File: src/rtl/bilbo_pkg.sv
package bilbo_pkg;

    typedef enum logic [1:0] {
        BL_SHIFT   = 2'b00,
        BL_PRPG    = 2'b01,
        BL_CAPTURE = 2'b10,
        BL_COMPACT = 2'b11
    } bl_mode_e;

    // Per-cell control derived from the mode
    typedef struct packed {
        logic take_par;   // load parallel bit directly
        logic mix_par;    // XOR parallel bit into serial bit
        logic head_scan;  // stage 0 takes scan_in instead of feedback
    } bl_ctl_t;

    function automatic bl_ctl_t bl_decode(input bl_mode_e m);
        bl_ctl_t c;
        c.take_par  = (m == BL_CAPTURE);
        c.mix_par   = (m == BL_COMPACT);
        c.head_scan = (m == BL_SHIFT);
        return c;
    endfunction

    // Feedback for 1 + x + x^n: last stage XOR first stage
    function automatic logic bl_feedback(input logic last_bit, input logic first_bit);
        return last_bit ^ first_bit;
    endfunction

endpackage

File: src/rtl/bilbo_ctl.sv
module bilbo_ctl
    import bilbo_pkg::*;
(
    input  logic    mode_msb,
    input  logic    mode_lsb,
    output bl_ctl_t ctl
);
    bl_mode_e mode;

    always_comb begin
        mode = bl_mode_e'({mode_msb, mode_lsb});
        ctl  = bl_decode(mode);
    end
endmodule

File: src/rtl/bilbo_head.sv
module bilbo_head
    import bilbo_pkg::*;
(
    input  logic scan_in,
    input  logic q_last,
    input  logic q_first,
    input  logic head_scan,
    output logic ser_head
);
    always_comb begin
        if (head_scan) ser_head = scan_in;
        else           ser_head = bl_feedback(q_last, q_first);
    end
endmodule

File: src/rtl/bilbo_cell.sv
module bilbo_cell
    import bilbo_pkg::*;
(
    input  logic    clk,
    input  bl_ctl_t ctl,
    input  logic    par_bit,
    input  logic    ser_bit,
    output logic    q
);
    logic d_next;

    always_comb begin
        if (ctl.take_par) d_next = par_bit;
        else              d_next = ser_bit ^ (ctl.mix_par & par_bit);
    end

    always_ff @(posedge clk) begin
        q <= d_next;
    end
endmodule

File: src/rtl/bilbo_reg.sv
module bilbo_reg
    import bilbo_pkg::*;
#(
    parameter int WIDTH = 8
) (
    input  logic             clk,
    input  logic             mode_msb,
    input  logic             mode_lsb,
    input  logic [WIDTH-1:0] par_in,
    input  logic             scan_in,
    output logic [WIDTH-1:0] par_out,
    output logic             scan_out
);
    localparam int LAST = WIDTH - 1;

    bl_ctl_t          ctl;
    logic [WIDTH-1:0] q;
    logic [WIDTH-1:0] ser;

    bilbo_ctl u_ctl (
        .mode_msb (mode_msb),
        .mode_lsb (mode_lsb),
        .ctl      (ctl)
    );

    bilbo_head u_head (
        .scan_in   (scan_in),
        .q_last    (q[LAST]),
        .q_first   (q[0]),
        .head_scan (ctl.head_scan),
        .ser_head  (ser[0])
    );

    for (genvar i = 0; i < WIDTH; i++) begin : g_stage
        if (i > 0) begin : g_link
            assign ser[i] = q[i-1];
        end
        bilbo_cell u_cell (
            .clk     (clk),
            .ctl     (ctl),
            .par_bit (par_in[i]),
            .ser_bit (ser[i]),
            .q       (q[i])
        );
    end

    assign par_out  = q;
    assign scan_out = q[LAST];
endmodule

File: config.mk
export PLATFORM = sky130hd
export DESIGN_NAME = bilbo_reg
export DESIGN_NICKNAME = d
export VERILOG_FILES = /design/src/rtl/bilbo_pkg.sv /design/src/rtl/bilbo_ctl.sv /design/src/rtl/bilbo_head.sv /design/src/rtl/bilbo_cell.sv /design/src/rtl/bilbo_reg.sv
export SDC_FILE = /design/constraint.sdc
export NUM_CORES = 1
export LEC_CHECK = 0
export ABC_CLOCK_PERIOD_IN_PS = 1470
export BUFFER_PORTS_ARGS = -buffer_cell sky130_fd_sc_hd__buf_4
export CORE_AREA = 2 2 39 41
export CTS_CLUSTER_SIZE = 28
export DETAILED_ROUTE_END_ITERATION = 8
export DIE_AREA = 0 0 41 43
export GPL_TIMING_DRIVEN = 0
export HOLD_SLACK_MARGIN = 0.03
export PLACE_DENSITY = 0.67
export SYNTH_ARGS = -nofsm -noshare
export SYNTH_HDL_FRONTEND = slang
export SYNTH_HIERARCHICAL = 1
export SYNTH_SLANG_ARGS = --single-unit
File: constraint.sdc
create_clock -name clk -period 1.47 [get_ports clk]
set_input_delay 0 -clock clk [delete_from_list [all_inputs] [get_ports clk]]
set_output_delay 0 -clock clk [all_outputs]
set_load 0.05 [all_outputs]
== Word level (Yosys, flattened, before mapping) ==
Index checks and enable logic that the tools add are counted.
Cells by class
  muxes and demuxes: 9
  equality and inequality tests: 2
  bitwise operators: 17
  reduce and logical (&&, ||, !) cells: 1
Operator list (count)
  1-bit two-way mux: 9
  1-bit XOR: 9
  1-bit bitwise AND: 8
  2-bit equality test (second input constant): 2
  2-bit zero test: 1
Storage, ports and cells
  output and inout bits: 9
  register bits: 8
  input port bits: 12

== Logic depth before layout (Yosys ltp) ==
  word-level depth: 4
  depth in mapped cells: 5
  mapped depth without buffers: 5

== By module ==
Netlist, hierarchy kept.
By module, submodules not included
  bilbo_cell: cells an instance 5, area each 53.8 um^2, sequential area each 20.0 um^2, instances 8
  bilbo_reg: cells an instance 8, area each 60.1 um^2, sequential area each 0.0 um^2, instances 1
  bilbo_head: cells an instance 3, area each 17.5 um^2, sequential area each 0.0 um^2, instances 1
  bilbo_ctl: cells an instance 3, area each 16.3 um^2, sequential area each 0.0 um^2, instances 1

== Least setup slack after synthesis ==
OpenSTA, ideal clock, no wires.
  path type: register -> register
  start point: reg g_stage[7].u_cell.q
  end point: reg g_stage[0].u_cell.q
  period minus slack after synthesis: 1.417 ns
  slack: 0.053 ns
  arrival time: 1.301 ns
  cell stages (with the launch flop): 5
  library setup time: 0.116 ns
  data required time: 1.354 ns
  cells stage by stage: dfxtp_1 -> xnor2_1 -> o21ai_1 -> or3_1 -> o211a_1
Between the ends
  cells in the longest elaborated chain, start to end: 4
Ends and longest elaborated chain
  start: declaration: RTL line bilbo_cell.sv:8  | output logic q
  start signal: assignment: RTL line bilbo_cell.sv:18  | q <= d_next;
  1-bit XOR: RTL line bilbo_pkg.sv:27  | return last_bit ^ first_bit;
  1-bit two-way mux: RTL line bilbo_head.sv:11  | if (head_scan) ser_head = scan_in;
  via ser[0]: RTL line bilbo_reg.sv:18  | logic [WIDTH-1:0] ser;
  1-bit XOR: RTL line bilbo_cell.sv:14  | else d_next = ser_bit ^ (ctl.mix_par & par_bit);
  1-bit two-way mux: RTL line bilbo_cell.sv:13  | if (ctl.take_par) d_next = par_bit;
  via g_stage[0].u_cell.d_next: RTL line bilbo_cell.sv:10  | logic d_next;
  end signal: assignment: RTL line bilbo_cell.sv:18
  end: declaration: RTL line bilbo_cell.sv:8
The timed path passes the listed nets, and every way through them passes these cells.

==> impl_results.html <==
<table>
<tr><th>Metric</th><th>Value</th></tr>
<tr><th colspan="2">Run status</th></tr>
<tr><td>Run status</td><td>complete, no violations</td></tr>
<tr><th colspan="2">Detailed routing</th></tr>
<tr><td>Number of iterations in the first detailed-routing pass</td><td>3</td></tr>
<tr><td>Via-per-instance ratio</td><td>approximately 5.0</td></tr>
<tr><td>Total routed wirelength</td><td>roughly 1000 um</td></tr>
<tr><td>Iteration-0 DRC count of the detailed router</td><td>5</td></tr>
<tr><td>Via Count</td><td>502</td></tr>
<tr><td>DRC errors left</td><td>0</td></tr>
<tr><td>Wire per inst</td><td>10.24 um</td></tr>
<tr><td>Antenna viol nets, final</td><td>0</td></tr>
<tr><th colspan="2">STA</th></tr>
<tr><td>Setup repair after global routing missed its margin</td><td>no</td></tr>
<tr><td>Setup Skew</td><td>~0.56 ps</td></tr>
<tr><td>Relative max-transition margin</td><td>between 30 and 40%</td></tr>
<tr><td>Total count of max-transition violations in the final report</td><td>0</td></tr>
<tr><td>Max Clk Rate</td><td>between 0.7 and 0.8 GHz</td></tr>
<tr><td>Final number of setup-violating endpoints</td><td>0</td></tr>
<tr><td>Worst-Margin Slew</td><td>just over 1000 ps</td></tr>
<tr><td>Post-layout minimum cycle time</td><td>around 1300 ps</td></tr>
<tr><td>Final Hold Viols</td><td>0</td></tr>
<tr><td>Sum Neg Setup Slack</td><td>0 ps</td></tr>
<tr><td>Worst hold margin</td><td>250.5 ps</td></tr>
<tr><td>Final critical-path share of the clock period</td><td>85.06%</td></tr>
<tr><th colspan="2">Cells and area</th></tr>
<tr><td>Biggest regs</td><td>g_stage.u_cell/q (8)</td></tr>
<tr><td>Syn-to-layout area delta</td><td>52.03%</td></tr>
<tr><td>Ant diodes</td><td>0</td></tr>
<tr><td>Non-filler instance count after layout</td><td>just over 100</td></tr>
<tr><td>Flip-flop count of the largest register after layout</td><td>8</td></tr>
<tr><td>Share of cells above drive strength 1</td><td>about 46%</td></tr>
<tr><td>Register ranked first by flip-flop count</td><td>g_stage.u_cell/q</td></tr>
<tr><td>Net total in the final layout</td><td>a little under 100</td></tr>
<tr><td>Post-Route Utilization</td><td>between 50% and 60%</td></tr>
<tr><th colspan="2">Synthesis</th></tr>
<tr><td>Post-synthesis average cell area</td><td>~9.7 sq um</td></tr>
<tr><td>Share of flip-flops with an asynchronous set or reset</td><td>0%</td></tr>
<tr><td>Sequential share of the synthesized area</td><td>between 30 and 40%</td></tr>
<tr><td>Area contributors post-synth</td><td>dfxtp_1 31%, o211a_1 15%, and2b_2 13%, nand4b_1 13%, buf_4 11%</td></tr>
<tr><td>Yosys warning count</td><td>6</td></tr>
<tr><td>Cell type with the largest total area after synthesis</td><td>dfxtp_1</td></tr>
<tr><td>Number of distinct library cells after synthesis</td><td>12</td></tr>
<tr><td>Post-synthesis instance area</td><td>roughly 520 sq um</td></tr>
<tr><td>Synthesized netlist cell count</td><td>54</td></tr>
<tr><td>Post-Syn Nets</td><td>between 60 and 70</td></tr>
<tr><td>Post-synth EDFFs</td><td>0</td></tr>
<tr><td>Post-synth top area share</td><td>roughly 31%</td></tr>
<tr><td>FF+latch count, synth</td><td>8</td></tr>
<tr><td>Flip-flop cell with the highest count after synthesis</td><td>dfxtp_1</td></tr>
<tr><th colspan="2">Floorplan</th></tr>
<tr><td>Number of rows in the core area</td><td>14</td></tr>
<tr><td>Number of primary I/O pins</td><td>21</td></tr>
<tr><td>Die Outline Area</td><td>0.001763 sq mm</td></tr>
<tr><td>Effective utilization at floorplan</td><td>a little under two fifths</td></tr>
<tr><td>Die width</td><td>between 40 and 50 um</td></tr>
<tr><td>Area of the core</td><td>0.001384 sq mm</td></tr>
<tr><td>Die height</td><td>approximately 43 um</td></tr>
<tr><th colspan="2">Critical path</th></tr>
<tr><td>Slowest-stage cell, CP</td><td>nor2b_1</td></tr>
<tr><td>Highest cell delay on the worst timing path</td><td>about 770 ps</td></tr>
<tr><td>Critical path launch point type</td><td>input pin</td></tr>
<tr><td>Data arrival time at the worst-slack endpoint</td><td>between 1000 and 1500 ps</td></tr>
<tr><td>Cells along the critical path</td><td>buf_4 &gt; nor2b_1 &gt; and2b_2 &gt; o211a_1</td></tr>
<tr><td>Critical path start-end classification</td><td>in2reg</td></tr>
<tr><td>Buffers and inverters on the worst path</td><td>1</td></tr>
<tr><td>Largest fanout on the critical path</td><td>24</td></tr>
<tr><td>Kind of cell adding the most delay to the critical path</td><td>simple AND/OR/NAND/NOR gates</td></tr>
<tr><td>Crit path required time</td><td>1610 ps</td></tr>
<tr><td>Type of destination of the critical path</td><td>register</td></tr>
<tr><th colspan="2">Placed design</th></tr>
<tr><td>GP Congestion</td><td>0.6416</td></tr>
<tr><td>Post-placement cell count</td><td>90</td></tr>
<tr><td>Number of input and output port buffers inserted</td><td>20</td></tr>
<tr><td>Final HPWL DP</td><td>686.5 um</td></tr>
<tr><th colspan="2">Clock tree</th></tr>
<tr><td>Clock Tree Buf Depth</td><td>2</td></tr>
<tr><td>Clk Latency, worst-skew pair</td><td>between 200 and 250 ps</td></tr>
<tr><td>Number of levels the H-tree was split into</td><td>1</td></tr>
<tr><td>CTS root buf</td><td>clkbuf_4</td></tr>
<tr><td>Post-cts resize count</td><td>0</td></tr>
<tr><td>Total clock sinks</td><td>8</td></tr>
<tr><td>CTS tree</td><td>built</td></tr>
<tr><td>Clk pin slew, worst setup/hold paths</td><td>50 ps</td></tr>
<tr><td>TritonCTS buffer count</td><td>3</td></tr>
<tr><th colspan="2">Global routing</th></tr>
<tr><td>Total global routing track utilization</td><td>between 10% and 20%</td></tr>
<tr><td>Pin count of the biggest net entering global routing</td><td>25</td></tr>
<tr><td>Antenna violations before repair</td><td>0</td></tr>
<tr><td>Wire length of the first global-routing pass</td><td>roughly 1700 um</td></tr>
<tr><td>Global-route congestion overflow total</td><td>0</td></tr>
<tr><td>Via count of the first global-routing pass</td><td>436</td></tr>
<tr><th colspan="2">Flow run</th></tr>
<tr><td>Max capacitance violation total</td><td>0</td></tr>
<tr><th colspan="2">Worst hold path</th></tr>
<tr><td>Type of the tightest min-delay check</td><td>in2reg</td></tr>
<tr><th colspan="2">Pwr</th></tr>
<tr><td>Static Leakage</td><td>between 0.0003 and 0.0004 uW</td></tr>
<tr><td>Maximum vdd drop</td><td>approximately 0.64 mV</td></tr>
<tr><td>Cell Pwr Density</td><td>about 1300 mW/mm^2</td></tr>
</table>
==> cell type report <==
type	count	area, sq um
Fill cell	135	586.8
Buffer	8	60.06
Tap cell	16	20.02
Timing Repair Buffer	28	230.2
Sequential cell	8	160.2
Clock buffer	3	22.52
Multi-Input combinational cell	38	304.0
==> worst min-delay path, stage by stage <==
cell	delay (ps)
buf_4	80
nand2_1	30
o21ai_1	120
or3_1	120
o211a_1	120
==> power by group <==
part	internal [uW]	leakage, uW	switching (uW)
combinational	258	0.000316	291
sequential	269	0.0000674	45.1
clock	93.1	0.0000138	69.4
total	620	0.000398	406
==> final timing paths <==
check	startpoint	to	slack, ps	cells past startpoint
max	mode_lsb	g_stage[1].u_cell/q	220	4
min	scan_in	g_stage[0].u_cell/q	250	5
max reg2reg	g_stage[0].u_cell/q	g_stage[0].u_cell/q	310	4
min reg2reg	g_stage[5].u_cell/q	g_stage[6].u_cell/q	580	2
==> what timing repair did <==
action,4_1_cts,5_1_grt
buffers inserted,0,0
hold buffers,8,0
hold endpoints to repair,8,0
==> routing by layer <==
| metal | global-route usage [%] | share of wire, % |
|---|---|---|
| met5 | 0 | 0 |
| met4 | 12.00 | 1.5 |
| met3 | 6.283 | 6.5 |
| met2 | 22.50 | 49 |
| met1 | 16.67 | 43 |
==> cell usage in the layout (no fill, tap or decap), drive strengths merged, types with 3 or more instances in the layout <==
master,instances
and2b,8
nand4b,8
dlygate4sd3,8
buf,28
clkbuf,3
dfxtp,8
or3,8
o211a,8
==> metrics by stage <==
| stage | power (uW) | worst slack [ps] | cell area (sq um) |
|---|---|---|---|
| finish | 1026 | 219.6 | 797.0 |
| global route | 1100 | 61.96 | 797.0 |
| CTS | 1039 | 201.2 | 797.0 |
| detailed placement | 852.9 | -70.47 | 694.4 |
| global placement | 846.8 | -48.07 | 694.4 |
| floorplan | 719.2 | 52.83 | 524.3 |
==> kinds of logic (layout without fill, tap and decap cells) <==
logic type | count (synthesis) | after routing | share of synthesized area [%]
AO/OA/AOI/OAI | 9 | 9 | 16.23
buffers and inverters | 8 | 39 | 11.46
XOR/XNOR | 1 | 1 | 1.671
flip-flops | 8 | 8 | 30.55
AND/OR/NAND/NOR | 28 | 28 | 40.10
(Power assumes the default switching activity.)
